==> src/rtl/pm_pkg.sv <==
package pm_pkg;
  localparam logic [5:0] OFS_STS = 6'h00;
  localparam logic [5:0] OFS_EN  = 6'h02;
  localparam logic [5:0] OFS_CTL = 6'h04;
  localparam logic [5:0] OFS_TMR = 6'h08;

  localparam int SLEEP_EN_BIT = 13;
  localparam logic [15:0] SCI_MASK    = 16'h0521;
  localparam logic [15:0] RESUME_SET  = 16'h8100;
  localparam int BTN_BIT = 8;
  localparam int OVF_BIT = 0;

  localparam logic [7:0] CMD_ACPI_ON  = 8'hF1;
  localparam logic [7:0] CMD_ACPI_OFF = 8'hF0;

  typedef struct packed {
    logic wrSts;
    logic wrEn;
    logic wrCtl;
    logic sleepResume;
    logic apmCmd;
    logic apmScr;
    logic acpiOn;
    logic acpiOff;
  } pmStrobe_t;
endpackage

==> src/rtl/pm_timer.sv <==
module pm_timer #(
  parameter int TMR_W = 24
) (
  input  logic             clk,
  input  logic             rstN,
  input  logic             tickEn,
  output logic [TMR_W-1:0] count,
  output logic             ovf
);
  localparam int LOW_W = TMR_W - 1;

  // The top bit flips on the next tick exactly when every lower bit is one.
  assign ovf = tickEn && (&count[LOW_W-1:0]);

  always_ff @(posedge clk or negedge rstN) begin
    if (!rstN) count <= '0;
    else if (tickEn) count <= count + 1'b1;
  end
endmodule

==> src/rtl/pm_ctrl.sv <==
module pm_ctrl
  import pm_pkg::*;
(
  input  logic        clk,
  input  logic        rstN,
  input  logic [5:0]  busAddr,
  input  logic        busWr,
  input  logic [15:0] busWdata,
  input  logic        apmWr,
  input  logic        apmAddr,
  input  logic [7:0]  apmWdata,
  input  logic        smiEnable,
  output pmStrobe_t   strobe,
  output logic        shutdownReq,
  output logic        resetReq,
  output logic        smiReq
);
  logic       sleepCmd;
  logic [2:0] sleepType;
  logic       sleepOff;

  assign sleepType = busWdata[12:10];

  always_comb begin
    strobe = '0;
    strobe.wrSts = busWr && (busAddr == OFS_STS);
    strobe.wrEn  = busWr && (busAddr == OFS_EN);
    strobe.wrCtl = busWr && (busAddr == OFS_CTL);
    strobe.apmCmd = apmWr && !apmAddr;
    strobe.apmScr = apmWr && apmAddr;
    strobe.acpiOn  = strobe.apmCmd && (apmWdata == CMD_ACPI_ON);
    strobe.acpiOff = strobe.apmCmd && (apmWdata == CMD_ACPI_OFF);
    sleepCmd = strobe.wrCtl && busWdata[SLEEP_EN_BIT];
    sleepOff = sleepCmd && (sleepType == 3'd0);
    strobe.sleepResume = sleepCmd && (sleepType == 3'd1);
  end

  always_ff @(posedge clk or negedge rstN) begin
    if (!rstN) begin
      shutdownReq <= 1'b0;
      resetReq    <= 1'b0;
      smiReq      <= 1'b0;
    end else begin
      shutdownReq <= sleepOff;
      resetReq    <= strobe.sleepResume;
      smiReq      <= strobe.apmCmd && smiEnable;
    end
  end
endmodule

==> src/rtl/pm_datapath.sv <==
module pm_datapath
  import pm_pkg::*;
#(
  parameter int TMR_W = 24
) (
  input  logic             clk,
  input  logic             rstN,
  input  pmStrobe_t        strobe,
  input  logic [5:0]       busAddr,
  input  logic [15:0]      busWdata,
  input  logic             apmAddr,
  input  logic [7:0]       apmWdata,
  input  logic             pwrBtn,
  input  logic             ovf,
  input  logic [TMR_W-1:0] count,
  output logic [31:0]      busRdata,
  output logic [7:0]       apmRdata,
  output logic             sci,
  output logic [15:0]      stsVal,
  output logic [15:0]      enVal,
  output logic [15:0]      ctlVal
);
  logic [15:0] stsQ, enQ, ctlQ;
  logic [7:0]  apmCmdQ, apmScrQ;
  logic [15:0] setMask, clrMask, ctlNext;

  always_comb begin
    setMask = '0;
    setMask[OVF_BIT] = ovf;
    setMask[BTN_BIT] = pwrBtn && enQ[BTN_BIT];
    if (strobe.sleepResume) setMask = setMask | RESUME_SET;
    clrMask = strobe.wrSts ? busWdata : 16'h0000;
  end

  always_comb begin
    ctlNext = ctlQ;
    if (strobe.wrCtl) begin
      ctlNext = busWdata;
      ctlNext[SLEEP_EN_BIT] = 1'b0;
    end
    if (strobe.acpiOn)  ctlNext[0] = 1'b1;
    if (strobe.acpiOff) ctlNext[0] = 1'b0;
  end

  always_ff @(posedge clk or negedge rstN) begin
    if (!rstN) begin
      stsQ    <= '0;
      enQ     <= '0;
      ctlQ    <= '0;
      apmCmdQ <= '0;
      apmScrQ <= '0;
    end else begin
      stsQ <= (stsQ & ~clrMask) | setMask;
      if (strobe.wrEn) enQ <= busWdata;
      ctlQ <= ctlNext;
      if (strobe.apmCmd) apmCmdQ <= apmWdata;
      if (strobe.apmScr) apmScrQ <= apmWdata;
    end
  end

  always_comb begin
    unique case (busAddr)
      OFS_STS: busRdata = {16'h0000, stsQ};
      OFS_EN:  busRdata = {16'h0000, enQ};
      OFS_CTL: busRdata = {16'h0000, ctlQ};
      OFS_TMR: busRdata = 32'(count);
      default: busRdata = 32'h0;
    endcase
  end

  assign apmRdata = apmAddr ? apmScrQ : apmCmdQ;
  assign sci      = |(stsQ & enQ & SCI_MASK);
  assign stsVal   = stsQ;
  assign enVal    = enQ;
  assign ctlVal   = ctlQ;
endmodule

==> src/rtl/pm_event_ctrl.sv <==
module pm_event_ctrl
  import pm_pkg::*;
#(
  parameter int TMR_W = 24
) (
  input  logic        clk,
  input  logic        rstN,
  input  logic        tickEn,
  input  logic [5:0]  busAddr,
  input  logic        busWr,
  input  logic [15:0] busWdata,
  output logic [31:0] busRdata,
  input  logic        apmWr,
  input  logic        apmAddr,
  input  logic [7:0]  apmWdata,
  output logic [7:0]  apmRdata,
  input  logic        smiEnable,
  input  logic        pwrBtn,
  output logic        sci,
  output logic        shutdownReq,
  output logic        resetReq,
  output logic        smiReq
);
  pmStrobe_t        strobe;
  logic [TMR_W-1:0] tmrVal;
  logic             ovf;
  logic [15:0]      stsVal, enVal, ctlVal;

  pm_timer #(.TMR_W(TMR_W)) u_tmr (
    .clk(clk), .rstN(rstN), .tickEn(tickEn), .count(tmrVal), .ovf(ovf)
  );

  pm_ctrl u_ctl (
    .clk(clk), .rstN(rstN), .busAddr(busAddr), .busWr(busWr),
    .busWdata(busWdata), .apmWr(apmWr), .apmAddr(apmAddr),
    .apmWdata(apmWdata), .smiEnable(smiEnable), .strobe(strobe),
    .shutdownReq(shutdownReq), .resetReq(resetReq), .smiReq(smiReq)
  );

  pm_datapath #(.TMR_W(TMR_W)) u_dp (
    .clk(clk), .rstN(rstN), .strobe(strobe), .busAddr(busAddr),
    .busWdata(busWdata), .apmAddr(apmAddr), .apmWdata(apmWdata),
    .pwrBtn(pwrBtn), .ovf(ovf), .count(tmrVal), .busRdata(busRdata),
    .apmRdata(apmRdata), .sci(sci), .stsVal(stsVal), .enVal(enVal),
    .ctlVal(ctlVal)
  );
endmodule

==> config.mk <==
export PLATFORM = sky130hd
export DESIGN_NAME = pm_event_ctrl
export DESIGN_NICKNAME = d
export VERILOG_FILES = /design/src/rtl/pm_pkg.sv /design/src/rtl/pm_timer.sv /design/src/rtl/pm_ctrl.sv /design/src/rtl/pm_datapath.sv /design/src/rtl/pm_event_ctrl.sv
export SDC_FILE = /design/constraint.sdc
export NUM_CORES = 1
export LEC_CHECK = 0
export BUFFER_PORTS_ARGS = -buffer_cell sky130_fd_sc_hd__buf_4
export CAP_MARGIN = 30
export CELL_PAD_IN_SITES_DETAIL_PLACEMENT = 1
export CELL_PAD_IN_SITES_GLOBAL_PLACEMENT = 1
export CORE_MARGIN = 8
export CORE_UTILIZATION = 45
export DETAILED_ROUTE_END_ITERATION = 10
export PLACE_DENSITY = 0.84
export SYNTH_ARGS = -nofsm -noshare
export SYNTH_HDL_FRONTEND = slang
export SYNTH_SLANG_ARGS = --single-unit
==> constraint.sdc <==
create_clock -name clk -period 5.86 [get_ports clk]
set_input_delay 1.172 -clock clk [delete_from_list [all_inputs] [get_ports clk]]
set_output_delay 1.172 -clock clk [all_outputs]
set_load 0.05 [all_outputs]
==> results of run 1 <==
[report_power, final]
group	internal (uW)	switching (uW)	leakage (uW)	total (uW)
clock	239	231	0.000105	470
sequential	691	70.7	0.00118	761
combinational	103	127	0.00110	230
total	1030	429	0.00239	1460
[final cells by class]
cell class / instances / area (sq um) / area share (%)
Clock buffer: 9 / 124 / 2.50
Multi-Input combinational cell: 225 / 1750 / 35.4
Sequential cell: 90 / 2250 / 45.5
Clock inverter: 7 / 93.8 / 1.90
Inverter: 3 / 11.3 / 0.228
Timing Repair Buffer: 77 / 578 / 11.7
Tap cell: 111 / 139 / 2.81
[layout by cell type (no fill, tap or decap), types with 2 or more instances in the layout]
master      instances
clkinvlp_4          2
a22oi_1            32
a21boi_0           13
and3_1              5
nor2_1              5
xnor2_1            17
nor3_1              3
xor2_1              6
mux2_2             53
bufinv_16           2
mux2_1              2
nand2_1            31
buf_4              77
nor4_1              2
and4_1              4
clkinv_2            2
nand4_1             8
and2_1              9
dfrtp_1            90
conb_1              8
inv_1               3
o21ai_0             2
clkbuf_8            9
nand3_1            11
[stage by stage]
step | instances | utilization [%]
6_report | 522 | 54.6
5_1_grt | 522 | 54.6
4_1_cts | 522 | 54.6
3_5_place_dp | 506 | 52.2
3_3_place_gp | 506 | 52.2
2_1_floorplan | 340 | -
[flip-flops by register name, summed over array words and instances, names as in the netlist]
register	flops
u_ctl.resetReq	1
u_ctl.shutdownReq	1
u_ctl.smiReq	1
u_dp.apmCmdQ	8
u_dp.apmScrQ	8
u_dp.ctlVal	15
u_dp.enVal	16
u_dp.stsVal	16
u_tmr.count	24
[cell families after synthesis]
group / count (synthesis) / synth area share [%]
multiplexers: 55 / 15.0
AND/OR/NAND/NOR: 87 / 12.2
adder cells (fa/ha/maj): 1 / 0.304
flip-flops: 90 / 54.6
buffers and inverters: 25 / 3.49
AO/OA/AOI/OAI: 51 / 9.32
other: 1 / 0.0910
XOR/XNOR: 23 / 4.89
[synth_stat cells]
master | instances | share of area [%]
nor3b_2 | 1 | 0.30
ha_1 | 1 | 0.30
nand4b_1 | 1 | 0.21
xnor2_1 | 17 | 3.6
and4_1 | 4 | 0.85
nor3_1 | 3 | 0.36
a221o_1 | 1 | 0.24
a222oi_1 | 1 | 0.24
a21boi_0 | 13 | 2.4
clkbuf_1 | 7 | 0.64
nor4_1 | 2 | 0.30
nor3b_4 | 1 | 0.46
and3_1 | 5 | 0.76
buf_6 | 1 | 0.27
and4b_1 | 1 | 0.24
xor2_1 | 6 | 1.3
a22oi_1 | 32 | 5.8
or4_1 | 1 | 0.18
o21ai_0 | 2 | 0.24
dfrtp_1 | 90 | 55
conb_1 | 1 | 0.091
a21o_1 | 1 | 0.18
inv_1 | 3 | 0.27
buf_4 | 10 | 1.8
buf_2 | 4 | 0.49
mux2_1 | 2 | 0.55
nand2_1 | 31 | 2.8
nor3_2 | 1 | 0.24
mux2_2 | 53 | 14
nand4_1 | 8 | 1.2
nor2b_1 | 1 | 0.15
nor2_1 | 5 | 0.46
nor3_4 | 1 | 0.39
o2bb2ai_1 | 1 | 0.21
and2_1 | 9 | 1.4
nand3_1 | 11 | 1.3
nor4b_4 | 1 | 0.58
[worst reg2reg max path: stages, from the launching register on]
cell	delay, ns
dfrtp_1	0.47
nand4_1	0.27
nor3_1	0.67
nand4_1	0.22
xnor2_1	0.17
[per-layer routing]
layer	global-route usage (%)	up-vias
li1	-	1332
met1	21.6	1559
met2	32.0	66
met3	3.79	19
met4	8.66	0
met5	0	-
[worst min path at each step]
stage / cells after the start / end / from
after floorplan: 1 / u_tmr.count[23] / u_tmr.count[23]
after global placement: 1 / u_tmr.count[23] / u_tmr.count[23]
after detailed placement: 1 / u_tmr.count[23] / u_tmr.count[23]
after CTS: 1 / u_tmr.count[23] / u_tmr.count[23]
after global routing: 1 / u_tmr.count[23] / u_tmr.count[23]
final: 1 / u_tmr.count[23] / u_tmr.count[23]
==> impl_metrics.toml, run 1 <==
[setup_path]
cp_num_buf_inv = 3
critPathTopFamily = "simple AND/OR/NAND/NOR gates"
crit_end = "busRdata[23]"
critPathLaunch = "busAddr[0]"
cp_cell_sequence = "buf_4 -> or4_1 -> nor3b_4 -> buf_4 -> and2_1 -> buf_4"
worstPathArrival_ns = 3.29
reg2reg_depth = 4
critPathLaunchType = "primary input"
r2r-end = "u_tmr.count[23]"
r2r-start = "u_tmr.count[9]"
cpMostUsedCell = "buf_4"
reg2reg_slack_ns = 3.96
crit_slowest_cell = "or4_1"
path_class = "primary input to primary output"
cp.depth = 6
critical_path.max_stage_delay_ns = 0.72
cp-end-kind = "primary output"
worstPathRequired_ns = 4.69
cp_max_fo = 17

[clocking]
htree_levels = 3
cts_tree = "yes"
cts.repair.resized = 0
post_cts.repair.setup_buffers = 0
clock_sinks = 90
clk_latency_ns = 0.37
cts_hold_buf = 0
clock_tree.root_cell = "clkbuf_8"
cts.clk_slew.worst_paths_ns = 0.09
cts_buffers = 9
clockBufferDepth = 2

[placed_design]
place_ws_ns = 1.40
numPortBuffers = 73
postPlaceCellArea_sq_mm = 0.00473
dpl.hpwl_um = 8020
gp_congestion = 0.783

[sta]
clock_skew_ns = 0.00872
timing.hold.ws_ns = 0.480
setup_violations = 0
hold_viol = 0
max-slew-margin-rel_pct = 33.4
fin_ws_ns = 1.40
tightest_slew_ns = 0.994
fin_crit_ns = 4.46
setup_tns_ns = 0
fin_crit_sh_pct = 76.1
rsz0062_at_grt = "false"
clock.fmax_ghz = 0.224
drv_slew = 0

[logic_synthesis]
seq_area_frac_synth_pct = 54.6
synth-seq-cells = 90
synth_area_per_cell_sq_um = 12.4
syn_area_sq_mm = 0.00412
syn_inst = 333
yosysWarnings = 0
synthDistinctLibCells = 37

[drt]
vias_per_cell = 5.70
drtAntennaViolNets = 0
top_layer = "met4"
wl_met2_um = 5590
vias = 2976
dr_wl_met3_um = 460
drcViolationCount = 0
drt-total-wl_um = 10900
wl_per_cell_um = 20.8
met1_length_um = 4560
drt-initial-drc-count = 132
drt-pass1-iter-count = 4

[layout]
syn2layout_area_growth_pct = 20.1
n_antenna_cell = 0
fin_area_sq_mm = 0.00495
drive_gt1_share_pct = 36.7
nNetsFinal = 445
final.fill_count = 980

[flow_run]
cap_violations = 0

[floorplanning]
die_y_um = 112
die_w_um = 112
coreArea_sq_mm = 0.00906
dieArea_sq_mm = 0.0125
initial_core_util_pct = 45.5
rows = 35
io_pins = 82

[power]
leakage_uw = 0.00239
ir_drop_v = 0.000144
finalPower_uw = 1460
power_density_mw_per_mm2 = 295

[global_routing]
grt_antenna_before_repair = 0
grtUsageTotal_pct = 18.5
grt-ovfl-total = 0
grt_pass1_wl_um = 18300
grt_pass1_vias = 3461
grt_max_degree = 53

[outcome]
status = "finished clean"

[worst_hold_path]
hold_path.class = "flip-flop to flip-flop"
(Power assumes the default switching activity.)
==> inputs of run 2 (changes only) <==
CORE_UTILIZATION = 39   (was 45)
PLACE_DENSITY = 0.78   (was 0.84)
clock period = 3.97 ns   (was 5.86 ns; I/O delays follow)
==> run 2 against run 1 <==
Net effect: via count down 1.5%; power up 45%; worst hold slack worse by 0.040 ns; highest routed layer unchanged.
==> impl_metrics.toml, run 2 (synthesis results as in run 1) <==
[outcome]
status = "finished clean"

[placed_design]
numPortBuffers = 73
place_ws_ns = 0.585
dp.cells = 536
gp_congestion = 0.747
dpl.hpwl_um = 7720

[power]
power.share.switching_pct = 29.2
p_comb_share_pct = 16.0
leakage_uw = 0.00242
finalPower_uw = 2120
power_density_mw_per_mm2 = 421
ir_drop_v = 0.000202
pwr-share-clk_pct = 30.8
netSwitchingPower_uw = 617
seq_power_share_pct = 53.2
p_int_uw = 1500

[sta]
drv_slew = 0
clock_skew_ns = 0.00506
timing.hold.ws_ns = 0.440
tightest_slew_ns = 0.841
max-slew-margin-rel_pct = 43.8
setup_violations = 0
fin_crit_ns = 3.43
hold_viol = 0
fin_ws_ns = 0.542
setup_tns_ns = 0
clock.fmax_ghz = 0.292
fin_crit_sh_pct = 86.3
rsz0062_at_grt = "false"

[clocking]
cts.repair.resized = 0
cts_hold_buf = 0
htree_levels = 3
cts_tree = "yes"
cts_buffers = 9
clockBufferDepth = 2
clock_tree.root_cell = "clkbuf_8"
clock_sinks = 90
post_cts.repair.setup_buffers = 0
clk_latency_ns = 0.36
cts.clk_slew.worst_paths_ns = 0.08

[setup_path]
worstPathArrival_ns = 2.63
critical_path.max_stage_delay_ns = 0.71
reg2reg_depth = 5
cp_cell_sequence = "buf_4 -> or4_1 -> nor3b_4 -> buf_4 -> a22oi_1 -> nand2_1 -> buf_4"
cp-end-kind = "primary output"
path_class = "primary input to primary output"
reg2reg_slack_ns = 2.00
worstPathRequired_ns = 3.18
crit_slowest_cell = "or4_1"
critPathLaunchType = "primary input"
cpMostUsedCell = "buf_4"
cp_max_fo = 24

[global_routing]
grt-ovfl-total = 0
grtUsageTotal_pct = 15.8
grt_max_degree = 47
grt_antenna_before_repair = 0
use_met2_pct = 27.1
met1_usage_pct = 18.7
grt_pass1_vias = 3287
use_met3_pct = 3.00
busiest_layer = "met2"
grt_pass1_wl_um = 17700

[drt]
vias = 2930
drcViolationCount = 0
drt-initial-drc-count = 140
drt-pass1-iter-count = 5
drt-total-wl_um = 10700
drtAntennaViolNets = 0
vias_per_cell = 5.31
wl_per_cell_um = 19.4

[layout]
top_register = "u_tmr.count"
n_antenna_cell = 0
nNetsFinal = 450
final.fill_count = 1112
final_common_cell = "dfrtp_1"
final_cells = 552
final_cell_mix = "dfrtp_1, buf_4, mux2_2, a22oi_1, nand2_1"
syn2layout_area_growth_pct = 21.9
largest_reg_flops = 24
drive_gt1_share_pct = 37.3
multi_input_area_sq_mm = 0.00175
seq_area_sq_mm = 0.00225

[floorplanning]
io_pins = 82
initial_core_util_pct = 40.1
coreArea_sq_mm = 0.0103
die_y_um = 119
rows = 37
dieArea_sq_mm = 0.0141
die_w_um = 119

[worst_hold_path]
hold_path.class = "primary input to async pin"

[flow_run]
cap_violations = 0
==> run 2: cell types whose count changed in the layout (fill, tap and decap cells not counted), sizes merged <==
cell and change:
buf +5, bufinv -1, clkbuf +3, clkinv -2
==> run 2: layout make-up <==
| class | instances | share of cell area, % |
|---|---|---|
| Sequential cell | 90 | 44.8 |
| Inverter | 3 | 0.224 |
| Timing Repair Buffer | 82 | 12.6 |
| Multi-Input combinational cell | 225 | 34.9 |
| Clock inverter | 4 | 0.996 |
| Clock buffer | 12 | 3.09 |
| Tap cell | 136 | 3.39 |
==> run 2: worst paths after layout <==
check	to	from
max	busRdata[15]	busAddr[0]
min	u_dp.ctlVal[9]	rstN
max reg2reg	u_tmr.count[18]	u_tmr.count[1]
min reg2reg	u_tmr.count[23]	u_tmr.count[23]
max in group asynchronous	u_tmr.count[21]	rstN
min in group clk	u_tmr.count[23]	u_tmr.count[23]
==> run 2: metrics by stage <==
| step | cell area, sq um | utilization, % |
|---|---|---|
| finish | 5030 | 48.9 |
| global route | 5030 | 48.9 |
| CTS | 5030 | 48.9 |
| detailed placement | 4820 | 46.9 |
| global placement | 4790 | 46.6 |
| floorplan | 4150 | - |
==> run 2: layer usage <==
metal | part of all wire, % | wire [um]
met1 | 43 | 4570
met2 | 52 | 5530
met3 | 3.6 | 380
met4 | 2.1 | 225
met5 | 0 | 0
==> run 2: worst max-delay path: cells and delay by family <==
family / cells / cell delay (ns)
and+or+nand+nor: 3 / 1.05
buffers and inverters: 3 / 0.61
AOI/OAI and AO/OA: 1 / 0.16
==> run 2: power groups by stage <==
| stage | clock [uW] | sequential [uW] | combinational [uW] |
|---|---|---|---|
| 3_5_place_dp | 0 | 1140 | 346 |
| 3_3_place_gp | 0 | 1130 | 327 |
| 4_1_cts | 664 | 1120 | 346 |
| 6_report | 652 | 1120 | 339 |
| 5_1_grt | 700 | 1140 | 367 |
| 2_1_floorplan | 0 | 1100 | 243 |
